--- src/rtl/irq_pkg.sv ---
package irq_pkg;
  localparam int unsigned VEC_SPACING = 2;
  localparam int unsigned MAX_SRC     = 32;
endpackage

--- src/rtl/irq_flag_bank.sv ---
module irq_flag_bank #(
  parameter int unsigned N_SRC      = 8,
  parameter logic [N_SRC-1:0] LEVEL_MASK = '0,
  localparam int unsigned IW        = (N_SRC > 1) ? $clog2(N_SRC) : 1
) (
  input  logic             clk,
  input  logic             rst,
  input  logic [N_SRC-1:0] src_i,
  input  logic [N_SRC-1:0] clr_mask_i,
  input  logic             take_i,
  input  logic [IW-1:0]    take_idx_i,
  output logic [N_SRC-1:0] flags_o,
  output logic [N_SRC-1:0] pending_o
);
  logic [N_SRC-1:0] src_q;
  logic [N_SRC-1:0] flag_q;
  logic [N_SRC-1:0] rise;

  assign rise = src_i & ~src_q & ~LEVEL_MASK;

  always_ff @(posedge clk) begin
    if (rst) begin
      src_q  <= '0;
      flag_q <= '0;
    end else begin
      src_q <= src_i;
      for (int i = 0; i < N_SRC; i++) begin
        if (LEVEL_MASK[i]) flag_q[i] <= 1'b0;
        else if (rise[i]) flag_q[i] <= 1'b1;
        else if (clr_mask_i[i] || (take_i && take_idx_i == IW'(i))) flag_q[i] <= 1'b0;
      end
    end
  end

  genvar g;
  generate
    for (g = 0; g < N_SRC; g++) begin : g_src
      if (LEVEL_MASK[g]) begin : g_level
        assign pending_o[g] = src_i[g];
      end else begin : g_edge
        assign pending_o[g] = flag_q[g];
        // a set flag survives unless cleared by software or by being taken
        p_flag_sticky_r2: assert property (@(posedge clk) disable iff (rst)
          flag_q[g] && !clr_mask_i[g] && !(take_i && take_idx_i == IW'(g)) |=> flag_q[g]);
        // clear without a new edge removes the flag
        p_clear_works_r6: assert property (@(posedge clk) disable iff (rst)
          clr_mask_i[g] && !rise[g] |=> !flag_q[g]);
      end
    end
  endgenerate

  assign flags_o = flag_q;
endmodule

--- src/rtl/irq_prio_pick.sv ---
module irq_prio_pick #(
  parameter int unsigned N_SRC = 8,
  localparam int unsigned IW   = (N_SRC > 1) ? $clog2(N_SRC) : 1
) (
  input  logic             clk,
  input  logic             rst,
  input  logic [N_SRC-1:0] cand_i,
  output logic             any_o,
  output logic [IW-1:0]    idx_o
);
  always_comb begin
    idx_o = '0;
    for (int i = N_SRC - 1; i >= 0; i--) begin
      if (cand_i[i]) idx_o = IW'(i);
    end
  end
  assign any_o = |cand_i;

  // the winner is a candidate and nothing below it is
  p_winner_valid_r4: assert property (@(posedge clk) disable iff (rst)
    any_o |-> cand_i[idx_o]);
  p_winner_lowest_r4: assert property (@(posedge clk) disable iff (rst)
    any_o |-> ((cand_i & ((N_SRC'(1) << idx_o) - N_SRC'(1))) == '0));
endmodule

--- src/rtl/irq_core_ctrl.sv ---
module irq_core_ctrl #(
  parameter int unsigned N_SRC = 8
) (
  input  logic             clk,
  input  logic             rst,
  input  logic             en_we_i,
  input  logic [N_SRC-1:0] en_wdata_i,
  input  logic             vsel_we_i,
  input  logic             vsel_wdata_i,
  input  logic             take_i,
  input  logic             reti_i,
  input  logic             sei_i,
  input  logic             cli_i,
  input  logic             retire_i,
  output logic [N_SRC-1:0] en_o,
  output logic             vsel_o,
  output logic             gie_o,
  output logic             hold_o
);
  logic [N_SRC-1:0] en_q;
  logic             vsel_q, gie_q, hold_q;

  always_ff @(posedge clk) begin
    if (rst) begin
      en_q   <= '0;
      vsel_q <= 1'b0;
      gie_q  <= 1'b0;
      hold_q <= 1'b0;
    end else begin
      if (en_we_i)   en_q   <= en_wdata_i;
      if (vsel_we_i) vsel_q <= vsel_wdata_i;
      if (take_i || cli_i)       gie_q <= 1'b0;
      else if (reti_i || sei_i)  gie_q <= 1'b1;
      if (reti_i)        hold_q <= 1'b1;
      else if (retire_i) hold_q <= 1'b0;
    end
  end

  // hold only releases on a retire pulse
  p_hold_release_r8: assert property (@(posedge clk) disable iff (rst)
    hold_q && !retire_i |=> hold_q);

  assign en_o   = en_q;
  assign vsel_o = vsel_q;
  assign gie_o  = gie_q;
  assign hold_o = hold_q;
endmodule

--- src/rtl/irq_arbiter.sv ---
module irq_arbiter #(
  parameter int unsigned N_SRC      = 8,
  parameter int unsigned VEC_W      = 16,
  parameter logic [VEC_W-1:0] BOOT_BASE = 16'h1E00,
  parameter logic [N_SRC-1:0] LEVEL_MASK = 8'hC0
) (
  input  logic             clk,
  input  logic             rst,
  input  logic [N_SRC-1:0] src_i,
  input  logic             en_we_i,
  input  logic [N_SRC-1:0] en_wdata_i,
  input  logic             clr_we_i,
  input  logic [N_SRC-1:0] clr_wdata_i,
  input  logic             vsel_we_i,
  input  logic             vsel_wdata_i,
  input  logic             ack_i,
  input  logic             reti_i,
  input  logic             sei_i,
  input  logic             cli_i,
  input  logic             retire_i,
  output logic             irq_req_o,
  output logic [VEC_W-1:0] irq_vec_o,
  output logic             gie_o,
  output logic [N_SRC-1:0] flags_o
);
  import irq_pkg::*;
  localparam int unsigned IW = (N_SRC > 1) ? $clog2(N_SRC) : 1;

  logic [N_SRC-1:0] pending, en, clr_mask;
  logic [IW-1:0]    win_idx;
  logic             win_any, vsel, gie, hold, take;
  logic [VEC_W-1:0] base, slot;

  assign clr_mask = clr_we_i ? clr_wdata_i : '0;
  assign take     = ack_i && irq_req_o;

  irq_flag_bank #(.N_SRC(N_SRC), .LEVEL_MASK(LEVEL_MASK)) u_flags (
    .clk(clk), .rst(rst), .src_i(src_i), .clr_mask_i(clr_mask),
    .take_i(take), .take_idx_i(win_idx), .flags_o(flags_o), .pending_o(pending)
  );

  irq_prio_pick #(.N_SRC(N_SRC)) u_pick (
    .clk(clk), .rst(rst), .cand_i(pending & en), .any_o(win_any), .idx_o(win_idx)
  );

  irq_core_ctrl #(.N_SRC(N_SRC)) u_ctrl (
    .clk(clk), .rst(rst), .en_we_i(en_we_i), .en_wdata_i(en_wdata_i),
    .vsel_we_i(vsel_we_i), .vsel_wdata_i(vsel_wdata_i), .take_i(take),
    .reti_i(reti_i), .sei_i(sei_i), .cli_i(cli_i), .retire_i(retire_i),
    .en_o(en), .vsel_o(vsel), .gie_o(gie), .hold_o(hold)
  );

  assign irq_req_o = gie && !hold && !cli_i && win_any;
  assign base      = vsel ? BOOT_BASE : '0;
  assign slot      = VEC_W'(win_idx) + VEC_W'(1);
  assign irq_vec_o = base + slot * VEC_W'(VEC_SPACING);
  assign gie_o     = gie;

  // no request without global enable
  p_req_needs_gie_r10: assert property (@(posedge clk) disable iff (rst)
    irq_req_o |-> gie_o);
  // an accepted acknowledge drops the global enable
  p_ack_clears_gie_r5: assert property (@(posedge clk) disable iff (rst)
    ack_i && irq_req_o |=> !gie_o);
  // clear strobe blocks the request in its own cycle
  p_cli_blocks_r7: assert property (@(posedge clk) disable iff (rst)
    cli_i |-> !irq_req_o);
  // return raises global enable unless cleared or taken
  p_reti_sets_gie_r7: assert property (@(posedge clk) disable iff (rst)
    reti_i && !cli_i && !(ack_i && irq_req_o) |=> gie_o);
  // the cycle after a return offers nothing
  p_reti_hold_r8: assert property (@(posedge clk) disable iff (rst)
    reti_i |=> !irq_req_o);
endmodule

--- config.mk ---
export PLATFORM = sky130hd
export DESIGN_NAME = irq_arbiter
export DESIGN_NICKNAME = d
export VERILOG_FILES = /design/src/rtl/irq_pkg.sv /design/src/rtl/irq_flag_bank.sv /design/src/rtl/irq_prio_pick.sv /design/src/rtl/irq_core_ctrl.sv /design/src/rtl/irq_arbiter.sv
export SDC_FILE = /design/constraint.sdc
export NUM_CORES = 1
export LEC_CHECK = 0
export ABC_AREA = 1
export BUFFER_PORTS_ARGS = -buffer_cell sky130_fd_sc_hd__buf_2
export CORE_MARGIN = 2
export CORE_UTILIZATION = 41
export DETAILED_ROUTE_END_ITERATION = 6
export PLACE_DENSITY = 0.86
export SYNTH_ARGS = -nofsm -noshare
export SYNTH_HDL_FRONTEND = slang
export SYNTH_SLANG_ARGS = --single-unit
--- constraint.sdc ---
create_clock -name clk -period 1.5 [get_ports clk]
set_clock_uncertainty 0.1 [all_clocks]
set_input_delay 0.225 -clock clk [delete_from_list [all_inputs] [get_ports clk]]
set_output_delay 0.225 -clock clk [all_outputs]
set_load 0.01 [all_outputs]
; After elaboration in Yosys (flattened, before gate mapping)
; Index checks and enable logic that the tools add are counted.
[word_totals]
ff_bits = 25
inputBits = 35
out_inout_bits = 26
[op_classes]
bitwise_logic = 3
eq_ne = 5
reduce_logical = 30
n_addsub = 2
mux = 24
[op_table]
columns = op, n
row1 = $mux W3, 8
row2 = $add A13 B5 Y14, 1
row3 = $mux W1, 14
row4 = $reduce_bool A2 Y1, 7
row5 = $mux W13, 1
row6 = $logic_and A1 B1 Y1, 10
row7 = $and A8 B8 Y8, 1
row8 = $logic_or A1 B1 Y1, 8
row9 = $reduce_or A8 Y1, 1
row10 = $and A6 B6 Y6, 1
row11 = $eq A3 B2 Y1 const B, 2
row12 = $eq A3 B3 Y1 const B, 2
row13 = $mux W6, 1
row14 = $not A6 Y6, 1
row15 = $add A3 B1 Y4 const B, 1
row16 = $eq A3 B1 Y1 const B, 1
row17 = $logic_not A3 Y1, 1
row18 = $logic_not A1 Y1, 2
row19 = $reduce_or A2 Y1, 1

; Logic depth before layout (Yosys ltp)
[depth]
ltp_word = 14
mapped_depth = 15
mapped_depth_nobuf = 15

; Hierarchy
; Synthesis repeated with hierarchy kept, for this count alone.
[hier_totals]
hier_cells = 226
hier_area_um2 = 1386.3
[modules_own_cells]
columns = module, n_inst, cells_per_inst, area_per_inst_um2
row1 = irq_flag_bank, 1, 95, 626.9
row2 = irq_core_ctrl, 1, 51, 382.9
row3 = irq_arbiter, 1, 58, 277.8
row4 = irq_prio_pick, 1, 22, 98.8

; Least setup slack after synthesis
; No wires, ideal clock.
[synth_timing]
path_kind = reg2out
from = register u_flags.flag_q[4] (netlist: u_flags.flags_o[4])
to = output port irq_vec_o[3]
slack_ns = -0.247
arrival_time_ns = 1.422
path_buffers = 0
required_ns = 1.175
path_stages_with_launch = 9
path_cell_list = dfxtp_1 nand2_1 nand2_2 a21oi_1 o21ai_1 inv_1 ha_1 ha_1 inv_1
[synth_via]
elab_chain_len = 8
[synth_lines]
columns = item, line
row1 = from (decl), irq_flag_bank.sv:16  ; logic [N_SRC-1:0] flag_q;
row2 = from (signal assigned), irq_flag_bank.sv:24  ; flag_q <= '0;
row3 = "from (signal, indexed assignment)", irq_flag_bank.sv:28  ; if (LEVEL_MASK[i]) flag_q[i] <= 1'b0;
row4 = "from (signal, indexed assignment)", irq_flag_bank.sv:29  ; else if (rise[i]) flag_q[i] <= 1'b1;
row5 = $and A8 B8 Y8, irq_arbiter.sv:43  ; .clk(clk), .rst(rst), .cand_i(pending & en), .any_o(win_any), .idx_o(win_idx)
row6 = $mux W3 (5 in a row), irq_prio_pick.sv:14  ; if (cand_i[i]) idx_o = IW'(i);
row7 = $add A3 B1 Y4, irq_arbiter.sv:55  ; assign slot = VEC_W'(win_idx) + VEC_W'(1);
row8 = $add A13 B5 Y14, irq_arbiter.sv:56  ; assign irq_vec_o = base + slot * VEC_W'(VEC_SPACING);
row9 = to (decl), irq_arbiter.sv:22  ; output logic [VEC_W-1:0] irq_vec_o,
; Every way passes these cells.

; Final worst setup path
[layout_timing]
from = register u_ctrl.en_q[6] (netlist: u_ctrl.en_o[6])
to = output port irq_vec_o[3]
[layout_via]
elab_chain_len = 10
[layout_lines]
columns = item, line
row1 = from (decl), irq_core_ctrl.sv:20  ; logic [N_SRC-1:0] en_q;
row2 = from (signal assigned), irq_core_ctrl.sv:30  ; if (en_we_i) en_q <= en_wdata_i;
row3 = $and A8 B8 Y8, irq_arbiter.sv:43
row4 = $mux W3 (7 in a row), irq_prio_pick.sv:14
row5 = $add A3 B1 Y4, irq_arbiter.sv:55
row6 = $add A13 B5 Y14, irq_arbiter.sv:56
; Every way passes these cells.

==> flow_summary_export.csv <==
group,metric,value,unit
worst_setup_path,cp_common_cell,"nand2_1",
worst_setup_path,critPathArrivalTime,1.76,ns
placed_design,gp_congestion,0.817,
drt,ant_nets,0,
worst_setup_path,cp.required,1.17,ns
final_layout,layout.cells.non_filler,289,
final_layout,utilization,65.6,%
worst_setup_path,ff2ff_setup_slack,-0.11,ns
cts,cts_sinks,23,
sta,fin_ws,-0.582,ns
status,violations,"setup timing",
sta,hold_viol,0,
cts,cts_tree,"yes",
sta,drv_slew,0,
floorplan,die_x,59.5,um
logic_synthesis,synth_seq_area_share,36.5,%
logic_synthesis,synth_top_cell_by_area,"dfxtp_1",
logic_synthesis,syn_area_per_cell,7.17,um^2
floorplan,floorplan.initialDensity,42.4,%
sta,fin_crit_sh,139,%
cts,cts_buffer_depth,2,
final_layout,area_growth,54.7,%
floorplan,std_cell_rows,20,
floorplan,fp.dieH,59.5,um
global_routing,grt_pass1_wl,5160,um
drt,routed_wirelength,3230,um
final_layout,drive_gt1_share,52.7,%
floorplan,io_pins,61,
status,status,"finished, violations left",
sta,setup_viol,10,
logic_synthesis,syn_area,0.00126,mm^2
worst_setup_path,critPathLaunchType,"flop",
worst_setup_path,crit_fanout,3,
drt,viasPerCell,4.45,
worst_setup_path,crit_slowest_cell,"dfxtp_2",
drt,drt_iter0_markers,51,
sta,grt_setup_unrepaired,"yes",
floorplan,coreArea,0.00298,mm^2
power_and_ir_drop,ir_worst_vdd,412,uV
logic_synthesis,yosysUniqueCellTypes,22,
final_layout,nets,297,
power_and_ir_drop,p_per_area,790,mW/mm^2
floorplan,dieArea,0.00354,mm^2
job,cap_violations,0,
logic_synthesis,yosys_register_bits,23,
worst_setup_path,crit_path_end_kind,"primary output",
worst_setup_path,ff2ff_path_depth,14,
global_routing,antenna_found_initial,0,
global_routing,track_usage,19.6,%
global_routing,first_global_vias,1256,
worst_setup_path,path_cells,"nand2_2 -> nand2_1 -> nand2_1 -> nand2_1 -> nand2_1 -> nand2_1 -> nand2_1 -> nand2_2 -> inv_2 -> ha_4 -> ha_4 -> inv_2 -> buf_6",
worst_hold_path,min_to,"u_ctrl.vsel_o",
sta,final.min_clock_period,2.08,ns
placed_design,portBuffers,48,
cts,cts-buffers-inserted,3,
sta,clock.fmax,480,MHz
worst_setup_path,crit_type,"reg -> out",
worst_hold_path,hold_start,"vsel_wdata_i",
logic_synthesis,synth_area_leaders,"dfxtp_1 (36%), nand2_1 (10%), buf_4 (8.9%), inv_1 (7.1%), nor2_1 (7.1%)",
worst_setup_path,critPathMaxStageDelay,0.36,ns
worst_hold_path,hold_class,"in -> reg",
logic_synthesis,yosys.area.top_type_share,36.5,%
placed_design,place_hpwl,2210,um
global_routing,overflow,0,
drt,route.detailed.drc,0,
logic_synthesis,yosysWarnings,0,
final_layout,insertedDiodeCount,0,
worst_setup_path,r2r-end,"u_flags.flags_o[0]",
cts,clk_latency,0.33,ns
drt,dr_total_vias,1285,
worst_hold_path,hold_depth,3,
cts,path_clk_slew,0.13,ns
drt,routedWlPerCell,11.2,um
cts,clock-root-buffer,"clkbuf_4",
placed_design,place_inst,268,
power_and_ir_drop,p_leak,1.03,nW
drt,first_pass_iters,4,
cts,htree_num_levels,1,
worst_setup_path,worst_r2r_startpoint,"u_ctrl.en_o[6]",
global_routing,grt_max_degree,17,
logic_synthesis,syn_inst,176,
-- cell families (layout without fill, tap and decap cells) --
logic type / count (synthesis) / in the layout / synth area share [%]
and+or+nand+nor: 78 / 78 / 30.0
buffers and inverters: 42 / 113 / 17.0
AOI/OAI and AO/OA: 27 / 27 / 11.2
DFF: 23 / 23 / 36.5
adders and majority gates: 5 / 5 / 4.96
other: 1 / 10 / 0.297
-- power by group --
part	switching, mW	total (mW)	internal (mW)
clock network	0.207	0.309	0.102
registers	0.0284	0.689	0.660
logic	0.267	0.545	0.278
-- through the flow --
step / area (um^2) / TNS (ns) / worst slack, ns / hold slack [ns] / total power, mW
detailed placement: 1630 / -0.812 / -0.231 / 0.326 / 1.10
finish: 1950 / -2.44 / -0.582 / 0.00550 / 1.54
global route: 1950 / -3.70 / -0.700 / 0.0109 / 1.64
floorplan: 1330 / -0.275 / -0.149 / 0.219 / 0.941
CTS: 1890 / -2.13 / -0.578 / 0.00240 / 1.50
global placement: 1630 / -0.725 / -0.232 / 0.321 / 1.09
-- registers in the layout, summed over array words and instances, names as in the netlist --
name             cells
u_ctrl.en_o          8
u_flags.flags_o      6
u_flags.src_q        6
u_ctrl.gie_o         1
u_ctrl.hold_o        1
u_ctrl.vsel_o        1
-- per-layer routing --
metal  global-route usage [%]  wire [um]
met5                        0          0
met3                     3.71        139
met1                     22.8       1420
met2                     34.2       1600
met4                     9.21         75
-- worst max-delay path by stage --
stage | start | to | slack (ns)
3_5_place_dp | u_ctrl.en_o[5] | irq_vec_o[3] | -0.23
4_1_cts | u_ctrl.en_o[7] | irq_vec_o[3] | -0.58
2_1_floorplan | u_ctrl.en_o[7] | irq_vec_o[3] | -0.15
6_report | u_ctrl.en_o[6] | irq_vec_o[3] | -0.58
5_1_grt | u_ctrl.en_o[6] | irq_vec_o[3] | -0.70
3_3_place_gp | src_i[7] | irq_vec_o[3] | -0.23
-- what timing repair did --
action                                 in CTS  in global routing
gates resized for setup                    32                 11
hold buffers                                8                  0
pin swaps                                  19                  8
setup endpoints to repair                  11                 11
endpoints found under the hold margin       8                  0
setup buffers                              15                  4
-- cells in the mapped netlist (all sizes together) --
master,n
a21boi,1
a21oi,10
buf,16
conb,1
dfxtp,23
ha,5
inv,26
nand2,46
nand3,2
nand4,1
nor2,28
nor3,1
o21ai,16
-- worst max-delay path: cells and delay by family (launching register included) --
family / cells / cell delay [ns]
simple gates: 8 / 0.46
fa+ha+maj: 2 / 0.41
flops: 1 / 0.36
buf+inv: 3 / 0.19
-- final cells by class --
class / instances / area, um^2
inverters: 26 / 97.6
clock inverters: 1 / 7.51
flip-flops and latches: 23 / 478
well taps: 33 / 41.3
fillers: 236 / 1020
clock buffers: 3 / 22.5
multi-input cells: 120 / 732
repair buffers: 83 / 574
-- cells in the final DEF (no fill, tap or decap), types with 4 or more instances in the layout --
cell	netlist	layout
o21ai_0	7	7
ha_4	0	5
nand2_2	9	13
inv_2	2	7
nand2_1	35	29
a21oi_1	10	9
o21ai_2	1	4
buf_2	1	44
dlygate4sd3_1	0	8
nand2_4	2	4
conb_1	1	10
buf_4	15	20
dfxtp_2	0	14
dfxtp_1	23	9
o21ai_1	8	5
inv_1	24	19
buf_6	0	11
nor2_1	24	24
Power figures use the tool's default switching activity.
